$ cat src/rtl/cdma_pkg.sv
package cdma_pkg;
    localparam int WORD_W       = 32;
    localparam int DESC_WORDS   = 7;
    localparam int IDX_W        = $clog2(DESC_WORDS);
    localparam int CTL_ADDR_LSB = 6;
    localparam int BASE_W       = WORD_W - CTL_ADDR_LSB;

    // descriptor field positions (fetch order)
    localparam int F_LINK   = 0;
    localparam int F_MEM    = 1;
    localparam int F_DEV    = 2;
    localparam int F_LEN    = 3;
    localparam int F_STRIDE = 4;
    localparam int F_CYC    = 5;
    localparam int F_CMD    = 6;

    // command word bits
    localparam int CB_MASK   = 0;
    localparam int CB_IRQ    = 1;
    localparam int CB_SEG    = 2;
    localparam int CB_ALL    = 3;
    localparam int CB_TO_DEV = 12;

    // control word bits
    localparam int CTL_GO   = 3;
    localparam int CTL_HALT = 4;

    typedef enum logic [2:0] {
        S_IDLE, S_FETCH, S_DECODE, S_WAITDEV, S_MEM, S_PUT, S_WBACK
    } state_e;
endpackage

$ cat src/rtl/cdma_desc_store.sv
module cdma_desc_store
    import cdma_pkg::*;
(
    input  logic                                clk,
    input  logic                                rst_n,
    input  logic                                we,
    input  logic [IDX_W-1:0]                    idx,
    input  logic [WORD_W-1:0]                   wdata,
    output logic [DESC_WORDS-1:0][WORD_W-1:0]   words
);
    logic [DESC_WORDS-1:0][WORD_W-1:0] words_d, words_q;

    for (genvar g = 0; g < DESC_WORDS; g++) begin : g_word
        always_comb begin
            words_d[g] = words_q[g];
            if (we && idx == IDX_W'(g))
                words_d[g] = wdata;
        end
    end

    always_ff @(posedge clk or negedge rst_n) begin
        if (!rst_n) words_q <= '0;
        else        words_q <= words_d;
    end

    assign words = words_q;
endmodule

$ cat src/rtl/cdma_sequencer.sv
module cdma_sequencer
    import cdma_pkg::*;
#(
    parameter int CH_W = 2
) (
    input  logic                                clk,
    input  logic                                rst_n,
    input  logic                                ctl_wr,
    input  logic [WORD_W-1:0]                   ctl_data,
    input  logic [DESC_WORDS-1:0][WORD_W-1:0]   desc,
    output logic                                store_we,
    output logic [IDX_W-1:0]                    store_idx,
    output logic                                mem_req,
    output logic                                mem_we,
    output logic [WORD_W-1:0]                   mem_addr,
    output logic [WORD_W-1:0]                   mem_wdata,
    input  logic [WORD_W-1:0]                   mem_rdata,
    input  logic                                mem_ready,
    input  logic                                per_req,
    output logic                                per_ack,
    output logic                                per_wr,
    output logic [WORD_W-1:0]                   per_addr,
    output logic [WORD_W-1:0]                   per_wdata,
    input  logic [WORD_W-1:0]                   per_rdata,
    output logic                                irq,
    output logic                                busy,
    output logic [BASE_W-1:0]                   desc_base,
    output logic [CH_W-1:0]                     chan_id
);
    localparam logic [WORD_W-1:0] WORD_BYTES = WORD_W'(WORD_W / 8);
    localparam logic [WORD_W-1:0] CMD_OFFS   = WORD_W'(F_CMD) * WORD_BYTES;

    typedef struct packed {
        state_e             st;
        logic [IDX_W-1:0]   idx;
        logic [BASE_W-1:0]  base;
        logic [CH_W-1:0]    chan;
        logic [WORD_W-1:0]  ptr;
        logic [WORD_W-1:0]  cnt;
        logic [WORD_W-1:0]  data;
        logic               irq;
    } seq_t;

    seq_t q, d;

    logic [WORD_W-1:0] cmd, base_addr;
    logic to_dev, last, start, halt, step;

    assign cmd       = desc[F_CMD];
    assign to_dev    = cmd[CB_TO_DEV];
    assign last      = (desc[F_LINK] == '0);
    assign start     = ctl_wr && ctl_data[CTL_GO];
    assign halt      = ctl_wr && ctl_data[CTL_HALT];
    assign base_addr = {q.base, {CTL_ADDR_LSB{1'b0}}};

    logic unused_in;
    assign unused_in = ^{ctl_data[CTL_ADDR_LSB-1:0], desc[F_STRIDE], desc[F_CYC]};

    always_comb begin
        d         = q;
        d.irq     = 1'b0;
        step      = 1'b0;
        store_we  = 1'b0;
        mem_req   = 1'b0;
        mem_we    = 1'b0;
        mem_addr  = '0;
        mem_wdata = '0;
        per_ack   = 1'b0;
        unique case (q.st)
            S_IDLE: if (start) begin
                d.base = ctl_data[WORD_W-1:CTL_ADDR_LSB];
                d.chan = ctl_data[CH_W-1:0];
                d.idx  = '0;
                d.st   = S_FETCH;
            end
            S_FETCH: begin
                mem_req  = 1'b1;
                mem_addr = base_addr + WORD_W'(q.idx) * WORD_BYTES;
                if (mem_ready) begin
                    store_we = 1'b1;
                    d.idx    = q.idx + 1'b1;
                    if (q.idx == IDX_W'(DESC_WORDS - 1)) d.st = S_DECODE;
                end
            end
            S_DECODE: begin
                d.ptr = desc[F_MEM];
                d.cnt = desc[F_LEN];
                if (desc[F_LEN] == '0) d.st = S_WBACK;
                else if (to_dev)       d.st = S_MEM;
                else                   d.st = S_WAITDEV;
            end
            S_WAITDEV: begin
                per_ack = per_req;
                if (per_req) begin
                    d.data = per_rdata;
                    d.st   = S_MEM;
                end
            end
            S_MEM: begin
                mem_req   = 1'b1;
                mem_we    = !to_dev;
                mem_addr  = q.ptr;
                mem_wdata = q.data;
                if (mem_ready) begin
                    if (to_dev) begin
                        d.data = mem_rdata;
                        d.st   = S_PUT;
                    end else begin
                        step = 1'b1;
                    end
                end
            end
            S_PUT: begin
                per_ack = per_req;
                step    = per_req;
            end
            S_WBACK: begin
                mem_req   = 1'b1;
                mem_we    = 1'b1;
                mem_addr  = base_addr + CMD_OFFS;
                mem_wdata = cmd | (WORD_W'(1) << CB_SEG) | (WORD_W'(last) << CB_ALL);
                if (mem_ready) begin
                    if (last) begin
                        d.st  = S_IDLE;
                        d.irq = cmd[CB_IRQ] && !cmd[CB_MASK];
                    end else begin
                        d.base = desc[F_LINK][WORD_W-1:CTL_ADDR_LSB];
                        d.idx  = '0;
                        d.st   = S_FETCH;
                    end
                end
            end
            default: d.st = S_IDLE;
        endcase
        if (step) begin
            d.ptr = q.ptr + WORD_BYTES;
            d.cnt = q.cnt - 1'b1;
            if (q.cnt == WORD_W'(1)) d.st = S_WBACK;
            else if (to_dev)         d.st = S_MEM;
            else                     d.st = S_WAITDEV;
        end
        if (halt) begin
            d.st  = S_IDLE;
            d.irq = 1'b0;
        end
    end

    always_ff @(posedge clk or negedge rst_n) begin
        if (!rst_n) q <= '{st: S_IDLE, default: '0};
        else        q <= d;
    end

    assign store_idx = q.idx;
    assign per_wr    = to_dev;
    assign per_addr  = desc[F_DEV];
    assign per_wdata = q.data;
    assign irq       = q.irq;
    assign busy      = (q.st != S_IDLE);
    assign desc_base = q.base;
    assign chan_id   = q.chan;


    mem_hold_chk: assert property (@(posedge clk) disable iff (!rst_n)
        mem_req && !mem_ready && !halt |=> mem_req && $stable(mem_addr));

    irq_pulse_chk: assert property (@(posedge clk) disable iff (!rst_n)
        irq |=> !irq);

    irq_idle_chk: assert property (@(posedge clk) disable iff (!rst_n)
        irq |-> !busy);

    halt_idle_chk: assert property (@(posedge clk) disable iff (!rst_n)
        halt |=> !busy && !irq);

    busy_start_chk: assert property (@(posedge clk) disable iff (!rst_n)
        busy && start && !halt && q.st != S_WBACK |=> $stable(desc_base) && $stable(chan_id));

    ack_mem_excl_chk: assert property (@(posedge clk) disable iff (!rst_n)
        per_ack |-> !mem_req);

    zero_len_chk: assert property (@(posedge clk) disable iff (!rst_n)
        q.st == S_DECODE && desc[F_LEN] == '0 && !halt |=> q.st == S_WBACK && !per_ack);
endmodule

$ cat src/rtl/chain_dma_channel.sv
module chain_dma_channel #(
    parameter int CH_W = 2
) (
    input  logic        clk,
    input  logic        rst_n,
    input  logic        reg_wr_en,
    input  logic [31:0] reg_wr_data,
    output logic [31:0] reg_rd_data,
    output logic        mem_req,
    output logic        mem_we,
    output logic [31:0] mem_addr,
    output logic [31:0] mem_wdata,
    input  logic [31:0] mem_rdata,
    input  logic        mem_ready,
    input  logic        per_req,
    output logic        per_ack,
    output logic        per_wr,
    output logic [31:0] per_addr,
    output logic [31:0] per_wdata,
    input  logic [31:0] per_rdata,
    output logic        irq
);
    import cdma_pkg::*;

    logic [DESC_WORDS-1:0][WORD_W-1:0] desc_words;
    logic                              store_we, busy;
    logic [IDX_W-1:0]                  store_idx;
    logic [BASE_W-1:0]                 desc_base;
    logic [CH_W-1:0]                   chan_id;

    cdma_desc_store u_store (
        .clk   (clk),
        .rst_n (rst_n),
        .we    (store_we),
        .idx   (store_idx),
        .wdata (mem_rdata),
        .words (desc_words)
    );

    cdma_sequencer #(.CH_W(CH_W)) u_seq (
        .clk       (clk),
        .rst_n     (rst_n),
        .ctl_wr    (reg_wr_en),
        .ctl_data  (reg_wr_data),
        .desc      (desc_words),
        .store_we  (store_we),
        .store_idx (store_idx),
        .mem_req   (mem_req),
        .mem_we    (mem_we),
        .mem_addr  (mem_addr),
        .mem_wdata (mem_wdata),
        .mem_rdata (mem_rdata),
        .mem_ready (mem_ready),
        .per_req   (per_req),
        .per_ack   (per_ack),
        .per_wr    (per_wr),
        .per_addr  (per_addr),
        .per_wdata (per_wdata),
        .per_rdata (per_rdata),
        .irq       (irq),
        .busy      (busy),
        .desc_base (desc_base),
        .chan_id   (chan_id)
    );

    always_comb begin
        reg_rd_data                            = '0;
        reg_rd_data[WORD_W-1:CTL_ADDR_LSB]     = desc_base;
        reg_rd_data[CTL_GO]                    = busy;
        reg_rd_data[CH_W-1:0]                  = chan_id;
    end
endmodule

$ cat config.mk
export PLATFORM = sky130hd
export DESIGN_NAME = chain_dma_channel
export DESIGN_NICKNAME = d
export VERILOG_FILES = /design/src/rtl/cdma_pkg.sv /design/src/rtl/cdma_desc_store.sv /design/src/rtl/cdma_sequencer.sv /design/src/rtl/chain_dma_channel.sv
export SDC_FILE = /design/constraint.sdc
export NUM_CORES = 1
export LEC_CHECK = 0
export BUFFER_PORTS_ARGS = -buffer_cell sky130_fd_sc_hd__buf_2
export CORE_ASPECT_RATIO = 0.6
export CORE_UTILIZATION = 30
export DETAILED_ROUTE_END_ITERATION = 12
export PLACE_DENSITY = 0.56
export SYNTH_ARGS = -nofsm -noshare
export SYNTH_HDL_FRONTEND = slang
export SYNTH_SLANG_ARGS = --single-unit
$ cat constraint.sdc
create_clock -name clk -period 6.9 [get_ports clk]
set_input_delay 0.345 -clock clk [delete_from_list [all_inputs] [get_ports clk]]
set_output_delay 0.345 -clock clk [all_outputs]
set_load 0.1 [all_outputs]
==> summary.log <==
[drt] DRC violations left 0
[worst_setup_path] Worst path max stage delay 0.76 ns
[synth] portion of synthesized cell area occupied by the leading cell type 0.5096
[sta] final worst clock skew 0.01192 ns
[sta] max-slew violation total from the final report 0
[sta] Max Freq 243.3 MHz
[synth] count of synthesis-stage warnings from yosys 0
[place] Setup Slack @ Placement 3.424 ns
[drt] antenna viol nets, final 0
[clock_tree] root buffer selected by CTS sky130_fd_sc_hd__clkbuf_16
[drt] first-pass iteration count of the detailed router 5
[synth] largest cells by area after synthesis sky130_fd_sc_hd__dfrtp_1 51%, sky130_fd_sc_hd__mux2_2 12%, sky130_fd_sc_hd__buf_4 5.1%, sky130_fd_sc_hd__nand2_1 4.7%, sky130_fd_sc_hd__a22o_1 3.4%
[sta] Final TNS setup 0 ns
[synth] synthesized area per cell 10.55 um^2
[clock_tree] clock tree from TritonCTS built
[global_route] antenna violations before repair 5
[layout] Core Util, Final 0.3596
[worst_setup_path] crit path cell chain nor2b_1 > nand2_1 > o21ai_2 > a22o_1 > buf_2
[worst_setup_path] category of the most critical setup path flop to primary output
[clock_tree] buffer count from post-CTS setup fixing 0
[layout] cell area after layout 16740 um^2
[place] total of buffers placed on input and output ports 260
[global_route] pin count of the biggest net entering global routing 114
[place] total placed instance area 15450 um^2
[synth] Cell variety after synth 66
[clock_tree] clock-pin slew of the registers on the worst-case setup and hold paths 0.06 ns
[sta] Rel. slew slack 0.2396
[hold_path] path type of the worst min-delay path input port to flop
[pwr] Static Leakage 0.008152 uW
[floorplanning] initial cell density of the core 0.3059
[drt] Final Routed Wirelength 43660 um
[status] run status complete, no violations
[global_route] first-pass GRT wire length 66500 um
[global_route] overall routing resource usage 0.1771
[global_route] global-route congestion overflow total 0
[floorplanning] standard cell core area 46560 um^2
[synth] Mapped Cells 1350
[synth] flop and latch count out of synthesis 290
[synth] share of synthesized cell area in full adder, half adder and majority cells 0.007029
[synth] fraction of synthesized area in multiplexers 0.1281
[floorplanning] row count 61
[drt] vias per cell 5.160
[worst_setup_path] CP Capture Type primary output
[worst_setup_path] depth of the most critical reg-to-reg path 5
[clock_tree] number of buffers added to fix hold violations after cts 21
[synth] combinational family with the most area after synthesis compound AO/OA/AOI/OAI gates
[drt] Wirelength per Cell 20.28 um
[global_route] via count of the first global-routing pass 10850
[floorplanning] full die area 48370 um^2
[floorplanning] overall die height 170.8 um
[synth] async set or reset register ratio after synthesis 1.000
[worst_setup_path] data arrival time of the worst path 3.76 ns
[floorplanning] number of top-level design ports 266
[clock_tree] level count of the clock H-tree 1
[worst_setup_path] Critical Path Slowest Stage Cell sky130_fd_sc_hd__o21ai_2
[layout] P&R area growth vs syn 17.57%
[sta] final hold vios 0
[clock_tree] clock latency on the worst-skew pair 0.59 ns
[clock_tree] Resized cells post-CTS 0
[worst_setup_path] startpoint of the most critical setup path u_seq.q[128]
[worst_setup_path] startpoint of the lowest-slack register-to-register path u_store.words[204]
[synth] share of the synthesized area in compound gates (AO/OA/AOI/OAI) 0.1406
[sta] crit share post-route 0.5956
[pwr] maximum VDD drop 0.4499 mV
[layout] Post-layout nets 1610
[floorplanning] Die Width 283.3 um
[worst_setup_path] Reg2Reg Setup Slack 3.80 ns
[synth] number of enable flip-flop cells after synthesis 0
[worst_setup_path] maximum fanout count along the critical path 30
[run] maxcap violations 0
[drt] routed via count 11110
[drt] DR iter-0 viols 875
[sta] minimum clock period 4.110 ns
[worst_setup_path] reg-to-reg critical path endpoint u_seq.q[40]
[sta] crit path setup slack, layout 2.790 ns
[pwr] power density cells 496.3 nW/um^2
[synth] area share of xor/xnor cells in the synthesized design 0.001230
[sta] post-route worst hold slack 0.02162 ns
[clock_tree] clk sink count 290
[hold_path] worst hold path startpoint per_rdata[1]
[place] final HPWL from detailed placement 31010 um
[sta] Least-Margin Pin Slew 1.141 ns
[place] routability congestion estimate from global placement 0.8481
[layout] share of cells above drive strength 1 0.3342
[layout] Antenna diodes 0
[synth] share of synthesized cell area in and, or, nand and nor gates 0.1372
[worst_setup_path] endpoint required time on the critical path 6.55 ns
[synth] cell area after synthesis 14240 um^2
[hold_path] worst hold path depth 3
[worst_setup_path] category of the worst setup path launch point flop
[synth] most used flip-flop cell after synthesis sky130_fd_sc_hd__dfrtp_1
[clock_tree] Max clock buf depth 3
[sta] setup repair after global routing missed its margin no
[sta] setup violators final 0
[hold_path] worst hold path endpoint u_seq.per_wdata[1]
[clock_tree] number of CTS-inserted buffers 31
[synth] cell taking the most area after synthesis sky130_fd_sc_hd__dfrtp_1
[synth] share of synthesized area occupied by flip-flops and latches 0.5096
-- worst max-delay path: cells and delay by family (launching register included) --
kind	cells	cell delay [ns]
AND/OR/NAND/NOR	2	1.10
flip-flops	1	0.57
buffers and inverters	1	0.44
AO/OA/AOI/OAI	2	1.06
-- cells in the mapped netlist, drive strengths merged (2+ instances only) --
master and number:
nand2b 6, and3 32, nor4 25, xnor2 2, a21oi 37, o22ai 7
a221o 8, or3 6, nor3b 4, buf 111, o311ai 16, a21o 2
a22oi 6, and2 9, clkbuf 66, nor3 16, o211ai 22, nor2 78
a211oi 10, nand3 26, a31oi 34, dfrtp 290, or2 5, and4 4
or4 6, nor2b 2, o21ai 67, a311oi 9, nand2 178, ha 8
inv 12, a22o 56, nand4 10, mux2 162
-- final cells by class --
cell class / count / area, um^2
clock buffer: 42 / 877.1
clock inverter: 13 / 209.0
fill: 4692 / 29810
inverter: 12 / 45.04
multi-input combinational: 873 / 5954
sequential: 290 / 7257
tap: 630 / 788.3
timing repair buffer: 293 / 1612
-- report_power, final --
part / total, uW / switching (uW) / internal [uW]
clock network: 1790 / 717 / 1080
registers: 2800 / 535 / 2270
logic: 3710 / 2880 / 831
-- metrics by stage --
step	instances	total power (uW)
final	2153	8309
after global routing	2153	8681
after global placement	2077	6457
after detailed placement	2077	6521
after floorplan	1352	6054
after CTS	2153	8340
-- sequential cells by signal (all words and copies together) (netlist names) --
register	cells
u_seq.store_idx	3
u_store.words	159
u_seq.q	67
u_seq.per_wdata	32
u_seq.irq	1
u_seq.desc_base	26
u_seq.chan_id	2
-- cell usage in the layout (no fill, tap or decap), drive strengths merged, types with 7 or more instances in the layout --
cell type,n
dfrtp,290
buf,272
nand2,178
mux2,162
nor2,78
o21ai,67
a22o,56
clkbuf,42
a21oi,37
a31oi,34
and3,32
nand3,26
nor4,25
o211ai,22
dlygate4sd3,21
nor3,16
o311ai,16
inv,14
nand4,10
a211oi,10
a311oi,9
and2,9
a221o,8
ha,8
o22ai,7
-- layer usage --
layer | up-vias | track usage | wire length [um]
met2 | 348 | 0.2577 | 18570
met5 | - | 0 | 10
met3 | 79 | 0.04133 | 3340
met1 | 5584 | 0.2580 | 20300
li1 | 5097 | - | -
met4 | 2 | 0.05523 | 1437
-- worst max-delay path by stage --
stage / to / cells after the start / slack, ns
after floorplan: mem_addr[14] / 6 / 3.08
after global placement: mem_addr[17] / 5 / 3.52
after detailed placement: mem_addr[17] / 5 / 3.42
after CTS: mem_addr[17] / 5 / 2.78
after global routing: mem_addr[15] / 6 / 2.53
final: mem_addr[17] / 5 / 2.79
-- logic make-up after synthesis --
logic type | Yosys count
AND/OR/NAND/NOR | 411
XOR/XNOR | 2
multiplexers | 162
AO/OA/AOI/OAI | 287
flip-flops | 290
other | 1
buffers and inverters | 189
adder cells (fa/ha/maj) | 8
No activity file was read; power rests on OpenSTA's default activity.
